### config.mk
export PLATFORM = sky130hd
export DESIGN_NAME = wdog_timer
export DESIGN_NICKNAME = d
export VERILOG_FILES = /design/src/rtl/wdog_pkg.sv /design/src/rtl/wdog_ctrl.sv /design/src/rtl/wdog_dpath.sv /design/src/rtl/wdog_timer.sv
export SDC_FILE = /design/constraint.sdc
export NUM_CORES = 1
export LEC_CHECK = 0
export ABC_AREA = 1
export CELL_PAD_IN_SITES_DETAIL_PLACEMENT = 1
export CELL_PAD_IN_SITES_GLOBAL_PLACEMENT = 2
export CORE_ASPECT_RATIO = 0.7
export CORE_MARGIN = 8
export CORE_UTILIZATION = 25
export CTS_CLUSTER_SIZE = 24
export DETAILED_ROUTE_END_ITERATION = 10
export GPL_ROUTABILITY_DRIVEN = 1
export PLACE_DENSITY_LB_ADDON = 0.1
export SLEW_MARGIN = 5
export SYNTH_ARGS = -nofsm -noshare
export SYNTH_HDL_FRONTEND = slang
export SYNTH_SLANG_ARGS = --single-unit
### constraint.sdc
create_clock -name clk -period 1.6 [get_ports clk]
set_clock_uncertainty 0.15 [all_clocks]
set_input_delay 0.24 -clock clk [delete_from_list [all_inputs] [get_ports clk]]
set_output_delay 0.24 -clock clk [all_outputs]
set_load 0.03 [all_outputs]
### src/rtl/wdog_pkg.sv
package wdog_pkg;
  localparam int REG_W     = 8;
  localparam int MULT_W    = 5;
  localparam int RES_W     = 2;
  localparam int MULT_LSB  = RES_W;
  localparam int STEER_BIT = REG_W - 1;
  localparam int MAX_SHIFT = 2 * ((1 << RES_W) - 1);
  localparam int CNT_W     = MULT_W + MAX_SHIFT;

  typedef struct packed {
    logic loadNew;    // write to watchdog register
    logic reloadOld;  // read kick, reuse stored setting
    logic centWr;     // write to century register
    logic decr;       // count one tick
    logic fireIrq;    // expiry, interrupt steered
    logic fireRst;    // expiry, reset steered
  } wdCmd_t;

  function automatic logic [CNT_W-1:0] ticksFor(input logic [REG_W-1:0] v);
    logic [CNT_W-1:0] m;
    m = CNT_W'(v[MULT_LSB +: MULT_W]);
    return m << (2 * v[RES_W-1:0]);
  endfunction
endpackage

### src/rtl/wdog_ctrl.sv
module wdog_ctrl
  import wdog_pkg::*;
#(
  parameter int ADDR_W = 13,
  parameter logic [ADDR_W-1:0] WD_ADDR = 13'h1FF7,
  parameter logic [ADDR_W-1:0] CENT_ADDR = 13'h1FFC
) (
  input  logic              clk,
  input  logic              rstN,
  input  logic              tick16,
  input  logic [ADDR_W-1:0] busAddr,
  input  logic              wrEn,
  input  logic              rdEn,
  input  logic              armed,
  input  logic              cntLast,
  input  logic              steerRst,
  output wdCmd_t            cmd,
  output logic              irqPulse,
  output logic              resetReq
);
  logic hitWd, kickWr, kickRd, step;

  always_comb begin
    hitWd  = (busAddr == WD_ADDR);
    kickWr = wrEn & hitWd;
    kickRd = rdEn & hitWd & ~kickWr;
    // a kick in the same cycle as a tick wins over counting and expiry
    step   = tick16 & armed & ~kickWr & ~kickRd;
    cmd.loadNew   = kickWr;
    cmd.reloadOld = kickRd;
    cmd.centWr    = wrEn & (busAddr == CENT_ADDR);
    cmd.decr      = step & ~cntLast;
    cmd.fireIrq   = step & cntLast & ~steerRst;
    cmd.fireRst   = step & cntLast & steerRst;
  end

  always_ff @(posedge clk) begin
    if (!rstN) begin
      irqPulse <= 1'b0;
      resetReq <= 1'b0;
    end else begin
      irqPulse <= cmd.fireIrq;
      resetReq <= cmd.fireRst;
    end
  end
endmodule

### src/rtl/wdog_dpath.sv
module wdog_dpath
  import wdog_pkg::*;
#(
  parameter int ADDR_W = 13,
  parameter logic [ADDR_W-1:0] FLAG_ADDR = 13'h1FF0,
  parameter logic [ADDR_W-1:0] WD_ADDR = 13'h1FF7,
  parameter logic [ADDR_W-1:0] CENT_ADDR = 13'h1FFC,
  parameter int CENT_BIT = 6
) (
  input  logic              clk,
  input  logic              rstN,
  input  wdCmd_t            cmd,
  input  logic [ADDR_W-1:0] busAddr,
  input  logic [REG_W-1:0]  wrData,
  output logic [REG_W-1:0]  rdData,
  output logic              armed,
  output logic              cntLast,
  output logic              steerRst,
  output logic              wdFlag,
  output logic [REG_W-1:0]  wdValue
);
  logic [REG_W-1:0] wdReg;
  logic [CNT_W-1:0] count;
  logic             flagQ, centQ, armedQ;
  logic [CNT_W-1:0] newTicks, oldTicks;

  assign newTicks = ticksFor(wrData);
  assign oldTicks = ticksFor(wdReg);

  always_ff @(posedge clk) begin
    if (!rstN) begin
      wdReg  <= '0;
      count  <= '0;
      flagQ  <= 1'b0;
      centQ  <= 1'b0;
      armedQ <= 1'b0;
    end else begin
      if (cmd.centWr) centQ <= wrData[CENT_BIT];
      if (cmd.loadNew) begin
        wdReg  <= wrData;
        flagQ  <= 1'b0;
        count  <= newTicks;
        armedQ <= (newTicks != '0);
      end else if (cmd.reloadOld) begin
        count  <= oldTicks;
        armedQ <= (oldTicks != '0);
      end else if (cmd.fireIrq || cmd.fireRst) begin
        flagQ  <= 1'b1;
        armedQ <= 1'b0;
        if (cmd.fireRst) begin
          wdReg <= '0;
          centQ <= 1'b0;
        end
      end else if (cmd.decr) begin
        count <= count - 1'b1;
      end
    end
  end

  always_comb begin
    rdData = '0;
    if (busAddr == FLAG_ADDR)      rdData[REG_W-1] = flagQ;
    else if (busAddr == WD_ADDR)   rdData = wdReg;
    else if (busAddr == CENT_ADDR) rdData[CENT_BIT] = centQ;
  end

  assign armed    = armedQ;
  assign cntLast  = (count == CNT_W'(1));
  assign steerRst = wdReg[STEER_BIT];
  assign wdFlag   = flagQ;
  assign wdValue  = wdReg;
endmodule

### src/rtl/wdog_timer.sv
module wdog_timer
  import wdog_pkg::*;
#(
  parameter int ADDR_W = 13,
  parameter logic [ADDR_W-1:0] FLAG_ADDR = 13'h1FF0,
  parameter logic [ADDR_W-1:0] WD_ADDR = 13'h1FF7,
  parameter logic [ADDR_W-1:0] CENT_ADDR = 13'h1FFC
) (
  input  logic              clk,
  input  logic              rstN,
  input  logic              tick16,
  input  logic [ADDR_W-1:0] busAddr,
  input  logic              wrEn,
  input  logic              rdEn,
  input  logic [7:0]        wrData,
  output logic [7:0]        rdData,
  output logic              irqPulse,
  output logic              resetReq
);
  wdCmd_t           cmd;
  logic             armed, cntLast, steerRst, wdFlag;
  logic [REG_W-1:0] wdValue;

  wdog_ctrl #(.ADDR_W(ADDR_W), .WD_ADDR(WD_ADDR), .CENT_ADDR(CENT_ADDR)) u_ctrl (
    .clk(clk), .rstN(rstN), .tick16(tick16), .busAddr(busAddr),
    .wrEn(wrEn), .rdEn(rdEn), .armed(armed), .cntLast(cntLast),
    .steerRst(steerRst), .cmd(cmd), .irqPulse(irqPulse), .resetReq(resetReq)
  );

  wdog_dpath #(.ADDR_W(ADDR_W), .FLAG_ADDR(FLAG_ADDR), .WD_ADDR(WD_ADDR),
               .CENT_ADDR(CENT_ADDR)) u_dpath (
    .clk(clk), .rstN(rstN), .cmd(cmd), .busAddr(busAddr), .wrData(wrData),
    .rdData(rdData), .armed(armed), .cntLast(cntLast), .steerRst(steerRst),
    .wdFlag(wdFlag), .wdValue(wdValue)
  );
endmodule

==> results of run 1 <==
-- power by group through the flow --
stage / sequential, mW / clock (mW) / combinational, mW
global route: 0.593 / 0.601 / 0.232
finish: 0.594 / 0.571 / 0.209
detailed placement: 0.611 / 0 / 0.205
CTS: 0.595 / 0.583 / 0.203
global placement: 0.611 / 0 / 0.203
floorplan: 0.611 / 0 / 0.0669
-- metrics by stage --
stage	utilization	setup WS, ns	setup TNS, ns	cell area [µm²]	cells
3_3_place_gp	0.3750	-0.5076	-12.07	2964	545
6_report	0.4274	-0.03944	-0.3197	3378	555
5_1_grt	0.4274	-0.1472	-2.243	3378	555
2_1_floorplan	-	-0.001190	-0.001190	2051	348
4_1_cts	0.4085	-0.05245	-0.3638	3229	555
3_5_place_dp	0.3750	-0.4647	-12.40	2964	545
-- repair_timing --
action / CTS / global route
setup endpoints to repair: 34 / 30
pin swaps: 25 / 20
gates cloned: 1 / 0
resized for setup: 116 / 45
hold endpoints to repair: 0 / 0
setup buffers: 6 / 0
-- layer usage --
layer  up-vias  share of wire  track usage
li1       1312              -            -
met1      1157           0.52       0.2099
met2        33           0.44       0.2337
met3         6          0.035      0.02021
met4         0         0.0076      0.02270
met5         -              0            0
-- placed cells by master, fill, tap and decap left out, types with 2 or more instances in the layout --
master and n:
nand2_1 87, buf_4 72, nor2_1 48, nand3_1 33, inv_1 28, buf_6 21
dfxtp_1 20, nand2_2 16, nor2_4 16, o21ai_2 13, clkdlybuf4s50_1 10, inv_2 9
a21oi_1 9, o21ai_1 8, o21ai_0 7, nand3b_1 7, nand2_4 6, buf_2 6
nor2_2 4, dlygate4sd2_1 4, clkbuf_16 3, or2_4 2, nor3_2 2, a21oi_2 2
nand3_4 2, nand3_2 2, xor2_1 2, dfxtp_4 2, dfxtp_2 2
-- path summary, 6_finish.rpt --
| kind | from | to | slack (ns) | cells after the start |
|---|---|---|---|---|
| min | u_dpath.wdFlag | u_dpath.wdFlag | 0.32 | 2 |
| max reg2reg | u_dpath.count[1] | u_dpath.count[9] | -0.04 | 10 |
| max | u_dpath.count[1] | u_dpath.count[9] | -0.04 | 10 |
| min reg2reg | u_dpath.wdFlag | u_dpath.wdFlag | 0.32 | 2 |
-- area by class of cell --
type,instances,area share
inverters,38,0.04259
well taps,101,0.03741
flip-flops and latches,24,0.1452
repair buffers,115,0.2848
clock buffers,3,0.02222
multi-input cells,274,0.4678
-- flip-flops by register name, summed over array words and instances, names as in the netlist --
| signal | flops |
|---|---|
| u_dpath.centQ | 1 |
| u_dpath.wdValue | 8 |
| u_dpath.count | 11 |
| u_ctrl.irqPulse | 1 |
| u_ctrl.resetReq | 1 |
| u_dpath.wdFlag | 1 |
| u_dpath.armed | 1 |
-- worst max-delay path, delay by kind of cell, from the launching register on --
family                     cells  cell delay [ns]
DFF                            1             0.32
AOI/OAI and AO/OA              1             0.11
adders and majority gates      1             0.15
and+or+nand+nor                6             0.56
buffers and inverters          2             0.23
-- logic make-up (layout without fill, tap and decap cells) --
group           Yosys count  count (layout)  synth area share
simple gates            229             230            0.5208
buf+inv                  51             156            0.1186
compound gates           40              40            0.1051
flops                    24              24            0.2347
fa+ha+maj                 2               2           0.01222
xor+xnor                  2               2          0.008559
==> flow_metrics.env, run 1 <==
export IMPL_ant_nets=0
export IMPL_place_congestion=0.7972
export IMPL_synth_warnings=0
export IMPL_seqPwrFrac=0.432
export IMPL_drive_above_1_share=0.4163
export IMPL_hold_path_class="reg2reg"
export IMPL_clock_latency_ns=0.26
export IMPL_grt_max_degree=14
export IMPL_slowest_delay_ns=0.32
export IMPL_yosys_area_top_type="dfxtp_1"
export IMPL_synth_area_mm2=0.002047
export IMPL_path_class="reg2reg"
export IMPL_grt_pass1_wl_mm=13.57
export IMPL_chipHeight_um=91.71
export IMPL_ys_seq_area_frac=0.2347
export IMPL_ys_types=29
export IMPL_regArea_um2=490.5
export IMPL_syn_avg_cell_area_um2=5.882
export IMPL_syn_inst=348
export IMPL_numPortBuffers=35
export IMPL_clock_path_buffers=2
export IMPL_p_switching_mw=0.3419
export IMPL_p_clk_frac=0.416
export IMPL_numClockSinks=24
export IMPL_drtPass1Iterations=4
export IMPL_max_cap_viol_count=0
export IMPL_p_per_area_mw_per_mm2=406.7
export IMPL_comb_power_share=0.152
export IMPL_cts_tree="done"
export IMPL_synth_edff_count=0
export IMPL_status="finished with violations"
export IMPL_period_share=1.025
export IMPL_dieWidth_um=124.2
export IMPL_cp_arrival_ns=1.65
export IMPL_grt_overflow=0
export IMPL_yosys_area_top_type_share=0.2347
export IMPL_root_buffer="clkbuf_16"
export IMPL_setup_violations=15
export IMPL_async_flop_share=0
export IMPL_place_hpwl_mm=6.448
export IMPL_ys_ff_latch=24
export IMPL_relSlewSlack=0.6765
export IMPL_hold_violations=0
export IMPL_rsz0062_at_grt="yes"
export IMPL_drv_slew=0
export IMPL_num_rows=27
export IMPL_slowest_stage="dfxtp_2"
export IMPL_switching_share=0.2489
export IMPL_fillers=1023
export IMPL_path_max_fanout=6
export IMPL_initial_core_util=0.2589
export IMPL_timing_hold_ws_ns=0.3185
export IMPL_wire_per_inst_um=14.39
export IMPL_nets=484
export IMPL_critPathRequiredTime_ns=1.61
export IMPL_ir_worst_vdd_uv=358.2
export IMPL_multi_input_area_mm2=0.001580
export IMPL_worstPathCellList="inv_2, ha_4, nand3_4, nor2_4, nand2_1, nand2_2, nand2_4, buf_4, o21ai_2, nor2_1"
export IMPL_htree_num_levels=1
export IMPL_drc=0
export IMPL_ctsHoldBuffers=0
export IMPL_cellLeakagePower_nw=1.612
export IMPL_antennaDiodeCount=0
export IMPL_total_power_mw=1.374
export IMPL_yosysMostFrequentCell="nand2_1"
export IMPL_end_kind="register"
export IMPL_die_area_mm2=0.01139
export IMPL_path_clk_slew_ns=0.07
export IMPL_syn_nets=376
export IMPL_violations="setup timing"
export IMPL_worst_slew_pin_slew_ns=0.4847
export IMPL_netlist_top_cells_count="nand2_1 (100), nor2_1 (64), inv_1 (36)"
export IMPL_routed_wl_mm=7.984
export IMPL_worstSetupStartpointType="register"
export IMPL_vias=2508
export IMPL_core_area_mm2=0.007905
export IMPL_antenna_found_initial=0
export IMPL_finalWorstSetupSlack_ns=-0.03944
export IMPL_timing_fmax_ghz=0.6100
export IMPL_drt_initial_drc_count=58
export IMPL_period_minus_slack_ns=1.639
export IMPL_cts_buffers=3
export IMPL_ys_flop_type="dfxtp_1"
export IMPL_track_usage=0.1476
export IMPL_area_growth_syn_to_layout_pct=65.04
export IMPL_p_int_mw=1.032
export IMPL_first_global_vias=2736
export IMPL_synthTopCellsByArea="dfxtp_1 (23%), nand2_1 (18%), nor2_1 (12%), nand3_1 (8.6%), inv_1 (6.6%)"
export IMPL_io_pins=36
export IMPL_vias_per_cell=4.519
Power figures use the tool's default switching activity.
==> run 2, diff against run 1 <==
--- a/config.mk
+++ b/config.mk
@@ -15,4 +15,5 @@
 export DETAILED_ROUTE_END_ITERATION = 10
 export GPL_ROUTABILITY_DRIVEN = 1
+export GPL_TIMING_DRIVEN = 0
 export PLACE_DENSITY_LB_ADDON = 0.1
 export SLEW_MARGIN = 5
--- a/constraint.sdc
+++ b/constraint.sdc
@@ -3,3 +3,3 @@
 set_input_delay 0.24 -clock clk [delete_from_list [all_inputs] [get_ports clk]]
 set_output_delay 0.24 -clock clk [all_outputs]
-set_load 0.03 [all_outputs]
+set_load 0.1 [all_outputs]
==> flow_metrics.env, run 2 (synthesized netlist as in run 1, its figures left out) <==
export IMPL_numPortBuffers=33
export IMPL_drv_slew=0
export IMPL_crit_reg2reg_launch="u_dpath.count[1]"
export IMPL_period_share=1.046
export IMPL_wire_per_inst_um=16.73
export IMPL_clock_path_buffers=2
export IMPL_clock_latency_ns=0.27
export IMPL_ctsHoldBuffers=0
export IMPL_drc=0
export IMPL_top_register="u_dpath.count"
export IMPL_num_rows=27
export IMPL_cp_arrival_ns=1.28
export IMPL_drt_initial_drc_count=77
export IMPL_vias_per_cell=4.717
export IMPL_r2r_setup_slack_ns=-0.02
export IMPL_timing_hold_ws_ns=0.1665
export IMPL_hold_violations=0
export IMPL_cts_tree="done"
export IMPL_final_cell_mix="nand2_1 (82), nor2_1 (44), nand3_1 (28)"
export IMPL_largest_reg_flops=11
export IMPL_nets=434
export IMPL_grt_overflow=0
export IMPL_worstSetupStartpointType="primary input"
export IMPL_numClockSinks=24
export IMPL_initial_core_util=0.2589
export IMPL_htree_num_levels=1
export IMPL_p_per_area_mw_per_mm2=453.4
export IMPL_drive_above_1_share=0.4074
export IMPL_root_buffer="clkbuf_16"
export IMPL_total_power_mw=1.534
export IMPL_path_clk_slew_ns=0.07
export IMPL_dp_slack_ns=-1.642
export IMPL_max_cap_viol_count=0
export IMPL_io_pins=36
export IMPL_antenna_found_initial=0
export IMPL_place_hpwl_mm=6.196
export IMPL_relSlewSlack=0.6373
export IMPL_grt_pass1_wl_mm=13.49
export IMPL_end_kind="primary output"
export IMPL_hold_path_class="in2reg"
export IMPL_grt_max_degree=15
export IMPL_path_class="in2out"
export IMPL_cts_buffers=3
export IMPL_first_global_vias=2466
export IMPL_setup_violations=14
export IMPL_antennaDiodeCount=0
export IMPL_finalWorstSetupSlack_ns=-0.07326
export IMPL_place_congestion=0.7648
export IMPL_hold_path_end="u_dpath.wdValue[1]"
export IMPL_die_area_mm2=0.01139
export IMPL_r2r_end="u_dpath.count[1]"
export IMPL_ir_worst_vdd_uv=316.6
export IMPL_routed_wl_mm=8.466
export IMPL_violations="setup timing"
export IMPL_reg2reg_depth=11
export IMPL_core_area_mm2=0.007905
export IMPL_final_common_cell="nand2_1"
export IMPL_timing_fmax_ghz=0.5976
export IMPL_fin_setup_tns_ns=-0.3045
export IMPL_period_minus_slack_ns=1.673
export IMPL_hp_start="wrData[1]"
export IMPL_track_usage=0.1522
export IMPL_status="finished with violations"
export IMPL_cellLeakagePower_nw=1.494
export IMPL_ant_nets=0
export IMPL_dieWidth_um=124.2
export IMPL_rsz0062_at_grt="yes"
export IMPL_vias=2387
export IMPL_worst_slew_pin_slew_ns=0.5466
export IMPL_path_max_fanout=2
export IMPL_drtPass1Iterations=4
export IMPL_area_growth_syn_to_layout_pct=65.28
export IMPL_chipHeight_um=91.71
export IMPL_critPathRequiredTime_ns=1.21
export IMPL_hold_depth=3
[run 2: changes by cell type in the layout (fill, tap and decap cells not counted), sizes merged, moves of 2 or more]
cell           delta
clkdlybuf4s50     -4
dlygate4sd2       -2
clkdlybuf4s15     +2
clkbuf            +3
dlymetal6s2s      +2
buf              -51
[run 2: layer usage]
layer  global-route usage  routed length, µm  part of all wire  up-vias
met5                    0                  0                 0        -
met4              0.02369                 74            0.0087        0
met3              0.02449                317             0.037        7
met2               0.2230               3632              0.43       31
met1               0.2287               4441              0.52     1129
li1                     -                  -                 -     1220
[run 2: worst max-delay path by stage]
stage | startpoint | to | slack, ns
after global placement | busAddr[7] | rdData[6] | -1.62
after CTS | busAddr[3] | rdData[6] | -0.07
final | busAddr[1] | rdData[6] | -0.07
after floorplan | busAddr[7] | rdData[6] | -0.19
after detailed placement | busAddr[7] | rdData[6] | -1.64
after global routing | busAddr[11] | rdData[6] | -0.13
[run 2: what timing repair did]
item / 4_1_cts / 5_1_grt
resized for setup: 193 / 70
setup endpoints to repair: 34 / 30
pin swaps: 25 / 30
setup buffers: 12 / 4
endpoints found under the hold margin: 0 / 0
gates cloned: 3 / 1
[run 2: final cells by class]
class                           instances  area (µm²)
Clock inverter                          1       30.03
Sequential cell                        24       494.2
Tap cell                              101       126.4
Inverter                               38       155.1
Buffer                                 13       122.6
Clock buffer                            3       75.07
Timing Repair Buffer                   52       655.6
Multi-Input combinational cell        274        1724
Fill cell                             983        4522
[run 2: critical path, stage by stage]
cell and delay, ns:
buf_6 0.09, or2_4 0.24, nor2_2 0.10, and3_4 0.21, nand2_4 0.05, a21oi_4 0.16
buf_12 0.18
[run 2: where the power goes]
part	internal [mW]	switching, mW
sequential	0.593	0.000131
clock	0.499	0.255
combinational	0.0832	0.104
[run 2: stage by stage]
stage / utilization / cell area (µm²) / instances
global placement: 0.3302 / 2610 / 482
CTS: 0.3930 / 3107 / 501
finish: 0.4280 / 3383 / 506
detailed placement: 0.3302 / 2610 / 482
global route: 0.4280 / 3383 / 506
floorplan: - / 2153 / 348
